==> src/rtl/rfp_pkg.sv <==
package rfp_pkg;

    // Preset word for preset entry idx: base plus idx plus one.
    function automatic logic [63:0] rfp_preset_word(input logic [63:0] base,
                                                    input int unsigned idx);
        return base + 64'(idx) + 64'd1;
    endfunction

endpackage

==> src/rtl/rfp_ram.sv <==
// Storage array: no reset, one write port, NRD registered read ports.
module rfp_ram #(
    parameter int DEPTH = 20,
    parameter int WIDTH = 32,
    parameter int NRD   = 2,
    localparam int AW   = $clog2(DEPTH)
) (
    input  logic                       clk,
    input  logic                       wr_en,
    input  logic [AW-1:0]              wr_addr,
    input  logic [WIDTH-1:0]           wr_data,
    input  logic [NRD-1:0][AW-1:0]     rd_addr,
    output logic [NRD-1:0][WIDTH-1:0]  rd_q
);

    logic [WIDTH-1:0] mem [0:DEPTH-1];

    always_ff @(posedge clk) begin
        if (wr_en && (wr_addr < AW'(DEPTH))) begin
            mem[wr_addr] <= wr_data;
        end
    end

    // Old contents are returned on a same-address collision.
    always_ff @(posedge clk) begin
        for (int p = 0; p < NRD; p++) begin
            rd_q[p] <= mem[rd_addr[p]];
        end
    end

endmodule

==> src/rtl/rfp_flags.sv <==
// Written markers for the preset entries at addresses 0 .. NPRE-1.
module rfp_flags #(
    parameter int NPRE = 3,
    parameter int AW   = 5
) (
    input  logic            clk,
    input  logic            rst,
    input  logic            wr_en,
    input  logic [AW-1:0]   wr_addr,
    output logic [NPRE-1:0] seen
);

    always_ff @(posedge clk) begin
        if (rst) begin
            seen <= '0;
        end else begin
            for (int i = 0; i < NPRE; i++) begin
                if (wr_en && (wr_addr == AW'(i))) begin
                    seen[i] <= 1'b1;
                end
            end
        end
    end

endmodule

==> src/rtl/rfp_rdsel.sv <==
// One read port's substitution stage, aligned with the RAM read register.
module rfp_rdsel
    import rfp_pkg::*;
#(
    parameter int          NPRE        = 3,
    parameter int          AW          = 5,
    parameter int          WIDTH       = 32,
    parameter logic [63:0] PRESET_BASE = 64'hC0DE_0000
) (
    input  logic             clk,
    input  logic             rst,
    input  logic [AW-1:0]    rd_addr,
    input  logic [NPRE-1:0]  seen,
    input  logic [WIDTH-1:0] ram_q,
    output logic [WIDTH-1:0] rd_data
);

    logic             in_set;
    logic             flag_at;
    logic [WIDTH-1:0] pre_word;
    logic             sub_q;
    logic [WIDTH-1:0] pre_q;

    always_comb begin
        in_set   = 1'b0;
        flag_at  = 1'b0;
        pre_word = '0;
        for (int i = 0; i < NPRE; i++) begin
            if (rd_addr == AW'(i)) begin
                in_set   = 1'b1;
                flag_at  = seen[i];
                pre_word = WIDTH'(rfp_preset_word(PRESET_BASE, i));
            end
        end
    end

    // Marker sampled before this edge's write: read-before-write.
    // A read sampled during reset already sees the cleared state.
    always_ff @(posedge clk) begin
        sub_q <= in_set && (rst || !flag_at);
        pre_q <= pre_word;
    end

    assign rd_data = sub_q ? pre_q : ram_q;

endmodule

==> src/rtl/rfp_regfile.sv <==
// Register file in a reset-less RAM with emulated reset of preset entries.
module rfp_regfile #(
    parameter int          DEPTH       = 20,
    parameter int          WIDTH       = 32,
    parameter int          NPRE        = 3,
    parameter logic [63:0] PRESET_BASE = 64'hC0DE_0000,
    localparam int         AW          = $clog2(DEPTH),
    localparam int         NRD         = 2
) (
    input  logic             clk,
    input  logic             rst,
    input  logic             wr_en,
    input  logic [AW-1:0]    wr_addr,
    input  logic [WIDTH-1:0] wr_data,
    input  logic [AW-1:0]    rd0_addr,
    output logic [WIDTH-1:0] rd0_data,
    input  logic [AW-1:0]    rd1_addr,
    output logic [WIDTH-1:0] rd1_data
);

    logic                      wr_go;
    logic [NPRE-1:0]           seen;
    logic [NRD-1:0][AW-1:0]    rd_addr_v;
    logic [NRD-1:0][WIDTH-1:0] ram_q_v;
    logic [NRD-1:0][WIDTH-1:0] rd_data_v;

    assign wr_go        = wr_en && !rst;
    assign rd_addr_v[0] = rd0_addr;
    assign rd_addr_v[1] = rd1_addr;
    assign rd0_data     = rd_data_v[0];
    assign rd1_data     = rd_data_v[1];

    rfp_ram #(.DEPTH(DEPTH), .WIDTH(WIDTH), .NRD(NRD)) ram_i (
        .clk     (clk),
        .wr_en   (wr_go),
        .wr_addr (wr_addr),
        .wr_data (wr_data),
        .rd_addr (rd_addr_v),
        .rd_q    (ram_q_v)
    );

    rfp_flags #(.NPRE(NPRE), .AW(AW)) flags_i (
        .clk     (clk),
        .rst     (rst),
        .wr_en   (wr_go),
        .wr_addr (wr_addr),
        .seen    (seen)
    );

    for (genvar g = 0; g < NRD; g++) begin : g_rport
        rfp_rdsel #(
            .NPRE(NPRE), .AW(AW), .WIDTH(WIDTH), .PRESET_BASE(PRESET_BASE)
        ) sel_i (
            .clk     (clk),
            .rst     (rst),
            .rd_addr (rd_addr_v[g]),
            .seen    (seen),
            .ram_q   (ram_q_v[g]),
            .rd_data (rd_data_v[g])
        );
    end

endmodule

==> config.mk <==
export PLATFORM = sky130hd
export DESIGN_NAME = rfp_regfile
export DESIGN_NICKNAME = d
export VERILOG_FILES = /design/src/rtl/rfp_pkg.sv /design/src/rtl/rfp_ram.sv /design/src/rtl/rfp_flags.sv /design/src/rtl/rfp_rdsel.sv /design/src/rtl/rfp_regfile.sv
export SDC_FILE = /design/constraint.sdc
export NUM_CORES = 1
export LEC_CHECK = 0
export CORE_ASPECT_RATIO = 0.6
export CORE_MARGIN = 5
export CORE_UTILIZATION = 30
export CTS_BUF_LIST = sky130_fd_sc_hd__clkbuf_16
export CTS_CLUSTER_SIZE = 10
export DETAILED_ROUTE_END_ITERATION = 8
export DONT_BUFFER_PORTS = 1
export HOLD_SLACK_MARGIN = 0.02
export PLACE_DENSITY = 0.53
export REMOVE_ABC_BUFFERS = 1
export SLEW_MARGIN = 20
export SYNTH_ARGS = -nofsm -noshare
export SYNTH_HDL_FRONTEND = slang
export SYNTH_HIERARCHICAL = 1
export SYNTH_SLANG_ARGS = --single-unit
==> constraint.sdc <==
create_clock -name clk -period 4.38 [get_ports clk]
set_input_delay 0.876 -clock clk [delete_from_list [all_inputs] [get_ports clk]]
set_output_delay 0.876 -clock clk [all_outputs]
set_load 0.005 [all_outputs]
## Word level (Yosys, flattened, before mapping)

Memories as Yosys holds them, arrays and structs flattened. A register that Yosys moved wholly into a read port is not among the register bits.
Cells that the tools add are included.
Widths: inputs -> output; s select.

| operators by class | value |
|---|---|
| $lt $le $gt $ge | 1 |
| eq/ne operators | 6 |
| multiplexer cells | 20 |
| reductions and logical operators | 17 |

Operators by type and width:

| operator | number |
|---|---|
| $mux 32 | 4 |
| $mux 1 | 16 |
| $eq 5x1->1 const B | 3 |
| $eq 5x2->1 const B | 3 |
| $logic_not 5->1 | 3 |
| $logic_and 1x1->1 | 7 |
| $lt 5x5->1 const B | 1 |
| $reduce_or 2->1 | 2 |
| $logic_not 1->1 | 3 |
| $logic_or 1x1->1 | 2 |

| word-level totals | value |
|---|---|
| register bits after elaboration | 69 |
| RAM bits | 640 |
| word-level logic and storage cells | 54 |
| memories kept | 1 |

Memory list:

| memory | depth | width | read ports | clocked after memory_dff | write ports | RTL line | RTL |
|---|---|---|---|---|---|---|---|
| ram_i.mem | 20 | 32 | 2 | 2 | 1 | rfp_ram.sv:16 | `logic [WIDTH-1:0] mem [0:DEPTH-1];` |

## Logic depth before layout (Yosys ltp)

| logic depth | value |
|---|---|
| word-level depth | 7 |
| mapped depth | 8 |

## By module

The synthesis kept the hierarchy.

Modules (own cells, without submodules):

| module | instances | cells each | area each (um^2) | seq. area each (um^2) |
|---|---|---|---|---|
| rfp_ram | 1 | 1993 | 31208.7 | 20499.7 |
| rfp_rdsel | 2 | 58 | 404.1 | 80.1 |
| rfp_flags | 1 | 13 | 126.4 | 60.1 |
| rfp_regfile | 1 | 1 | 13.8 | 0.0 |

## Worst setup path before layout

Ideal clock, no wire load.

| timing path | value |
|---|---|
| path type | input to register |
| start point | in wr_en |
| end point | mem ram_i.mem[11][0], enable pin |
| library setup time | 468 ps |
| arrival | 3862 ps |
| setup slack | 50 ps |
| cell stages on the path | 4 |
| cells stage by stage | nor2b_4 > nor2b_1 > nand3_1 > nor3b_1 |

| between the ends | value |
|---|---|
| word-level cells in the longest chain between the ends | 4 |

RTL lines:

| item | RTL line | RTL |
|---|---|---|
| start: declaration | rfp_regfile.sv:12 | `input logic wr_en,` |
| $logic_and 1x1->1 | rfp_regfile.sv:27 | `assign wr_go = wr_en && !rst;` |
| $logic_and 1x1->1 | rfp_ram.sv:19 | `if (wr_en && (wr_addr < AW'(DEPTH))) begin` |
| $mux 1 | rfp_ram.sv:19 |  |
| $mux 1 (not written as such) | rfp_ram.sv:20 | `mem[wr_addr] <= wr_data;` |
| end: declaration | rfp_ram.sv:16 |  |

No other way between the ends.

## Worst setup path in the final report

| timing path | value |
|---|---|
| start point | reg g_rport[0].sel_i.sub_q |
| end point | out rd0_data[0] |

| between the ends | value |
|---|---|
| word-level cells in the longest chain between the ends | 1 |

RTL lines:

| item | RTL line | RTL |
|---|---|---|
| start: declaration | rfp_rdsel.sv:21 | `logic sub_q;` |
| start signal: assignment | rfp_rdsel.sv:40 | `sub_q <= in_set && (rst \|\| !flag_at);` |
| $mux 32 | rfp_rdsel.sv:44 | `assign rd_data = sub_q ? pre_q : ram_q;` |
| end: declaration | rfp_regfile.sv:16 | `output logic [WIDTH-1:0] rd0_data,` |

No other way between the ends.

==> results by group <==
Status
  • Status: finished with violations
  • Failing checks: max-slew violations

Critical path
  • CP max stage delay: about 530 ps
  • Crit start category: flop
  • CP Data Required Time: roughly 3500 ps
  • Cell breakdown of the critical path: buf_4 -> mux2_2
  • Top fanout value on the critical path: 32
  • CP endpoint kind: primary output
  • Crit path kind: flop to primary output
  • Slowest-stage cell, CP: buf_4
  • Crit path arrival time: 1960 ps

Finish
  • Commonest non-fill, non-tap cell in the layout: edfxtp_1
  • Most frequent cells in the layout: edfxtp_1, mux2i_1, o22ai_1, mux2_2, nand2_1
  • Layout Utilization: 0.338
  • Area Growth Syn to Fin: 12.2%
  • Layout cells sized above 1: 0.177
  • Final net count: approximately 2.1k
  • Final instance area: between 30,000 and 40,000 um^2

GRT
  • First-pass GRT wire length: between 100,000 and 150,000 um
  • Tot GR Track Use: 0.177
  • Initial antenna violation count: 1
  • Remaining global-route overflow: 0
  • Vias in the first global route: between 15k and 20k
  • Pin count of the biggest net entering global routing: about 320

Floorplan
  • Die Area: 114,000 um^2
  • Die H: around 260 um
  • Core area: 107,000 um^2
  • # IOs: 114
  • Initial core utilization: 0.301
  • Rows: 93
  • Die width: around 430 um

Timing
  • Slew @ Worst Pin: about 1700 ps
  • Final Setup Violations: 0
  • Setup TNS: 0 ps
  • Slew headroom: -0.119
  • Hold_ws: 303 ps
  • RSZ-0062 raised after global routing: no
  • Max-slew violations: between 70 and 80
  • Fin crit share: 0.648
  • Max frequency: about 0.35 GHz
  • Fin. Hold Viols: 0
  • Final Critical Period: approximately 2800 ps
  • Clk_skew: 17.1 ps

Power
  • Switching Share: 0.225
  • Reg power frac: 0.521
  • Leakage: ~12 nW
  • Gate power share: 0.058
  • Worst vdd ir: 0.000268 V
  • Int Pwr: between 10 and 15 mW
  • Tot Pwr: 14.6 mW
  • PD cells: a little over 400 nW/um^2
  • Clk pwr share: 0.422
  • Switching pwr: around 3.3 mW

Routing
  • Drt via density: about 5.4
  • Drt initial violations: around 2.3k
  • Final wirelength: around 100,000 um
  • Residual DRC: 0
  • Final ANT Viol Nets: 0
  • Drt pass-1 iters: 5
  • Total number of vias: between 15k and 20k
  • DR WL/cell: 28.8 um

Clock tree
  • Total CTS buffers: 81
  • Post-CTS resize count: 0
  • CTS H-tree depth: 3
  • Setup Fix Bufs, Post-CTS: 0
  • CTS tree: yes
  • Clock slew at reported path FFs: around 60 ps
  • TritonCTS Sinks: ~720
  • Hold Buf Count CTS: 0
  • Bufs on Longest Clock Path: 3
  • Clk_lat worst skew: 670 ps
  • Root Buffer: clkbuf_16

Placement
  • DP HPWL: ~58,000 um
  • PortBufs: 0
  • Routability cong.: between 0.7 and 0.8
  • Post-DP Area: around 34,000 um^2

Synth
  • Ys Warns: 6
  • Post-synthesis xor/xnor area fraction: 0.000545
  • Synth Register Bits: 715
  • Cells after Synth: approximately 2.1k
  • Synth top area share: 0.598
  • Main combinational cell family by area after synthesis: multiplexers
  • Yosys cell types: 42
  • Seq/Total Area, Yosys: 0.644
  • Top post-synthesis cells by area: edfxtp_1, mux2i_1, dfxtp_1
  • Cell area after synthesis: around 32,000 um^2
  • Yosys top cell by area: edfxtp_1
  • Synth Area in Simple Gates: 0.0497
  • Mean Syn Cell Area: approximately 15 um^2
  • Multiplexer area fraction after synthesis: 0.192
  • Compound-cell area share of the yosys netlist: 0.0857
  • Adder-Cell Fraction of Synth Area: 0

Flow run
  • Max Cap Viol: 0

Min path
  • Worst hold path class: primary input to flop
-- Yosys cell counts --
cell type	number
a211o_1	2
a211oi_1	123
a211oi_2	1
a21oi_1	4
and2_1	2
and2b_1	20
and3b_1	2
buf_1	2
buf_12	2
buf_2	63
buf_4	10
buf_6	11
clkbuf_1	69
clkbuf_2	1
dfxtp_1	75
edfxtp_1	640
inv_1	19
mux2_2	133
mux2i_1	318
mux4_2	66
nand2_1	132
nand2b_1	8
nand3_1	5
nand3b_1	2
nand4_1	1
nand4bb_1	2
nor2_1	19
nor2b_1	90
nor2b_4	1
nor3_1	10
nor3b_1	2
o21a_1	2
o21ai_0	21
o22a_1	1
o22ai_1	190
o31ai_1	62
or2_2	2
or3_4	2
or3b_1	1
or4_1	1
or4b_1	4
xnor2_1	2
-- logic make-up after synthesis --
group                  count (synthesis)
XOR/XNOR                               2
AO/OA/AOI/OAI                        406
AND/OR/NAND/NOR                      306
buffers and inverters                177
multiplexers                         517
flip-flops                           715
-- state kept, by name, indices dropped and copies added, names as in the netlist --
register and count:
g_rport.sel_i/sub_q 2, ram_i/rd_q 64, g_rport.sel_i/pre_q 6, ram_i/mem 640
flags_i/seen 3
-- metal layers --
metal  part of all wire  up-vias  global-route usage
li1                   -     8418                   -
met1               0.45    10000               0.253
met2               0.44      902               0.265
met3              0.091      157              0.0503
met4              0.024        0              0.0478
met5                  0        -                   0
-- stage by stage --
stage | cells | setup WS [ps]
floorplan | 1965 | 53.3
global placement | 3438 | 1390
detailed placement | 3438 | 1430
CTS | 3580 | 1360
global route | 3580 | 1420
finish | 3582 | 1540
-- cell type report --
type | count | area (um^2)
fillers | 10200 | 70700
flip-flops and latches | 715 | 20700
well taps | 1425 | 1780
repair buffers | 48 | 423
clock buffers | 81 | 2030
multi-input cells | 1231 | 10700
clock inverters | 61 | 333
diodes | 2 | 5.00
inverters | 19 | 71.3
-- path summary, 6_finish.rpt --
kind                                       start  slack (ps)                      endpoint  cells past startpoint
setup / recovery  g_rport[0].sel_i/sub_q$_DFF_P_        1540                   rd0_data[0]                      2
hold / removal                        wr_data[6]         300     ram_i/mem[8][6]$_DFFE_PP_                      0
setup reg to reg     ram_i/mem[14][22]$_DFFE_PP_        2690        ram_i/rd_q[22]$_DFF_P_                      3
hold reg to reg     flags_i/seen[0]$_SDFFE_PP0P_         500  flags_i/seen[0]$_SDFFE_PP0P_                      2
-- power by group through the flow --
stage	clock network [mW]	registers, mW	logic, mW
5_1_grt	6.61	7.59	0.880
3_5_place_dp	0	7.73	0.825
6_report	6.14	7.58	0.839
3_3_place_gp	0	7.73	0.823
4_1_cts	6.28	7.58	0.828
2_1_floorplan	0	7.71	0.528
-- critical path: cells and delay by family, from the launching register on --
family / cells / cell delay [ps]
buf+inv: 1 / 530
mux: 1 / 440
flops: 1 / 330
No activity file was read; power rests on OpenSTA's default activity.
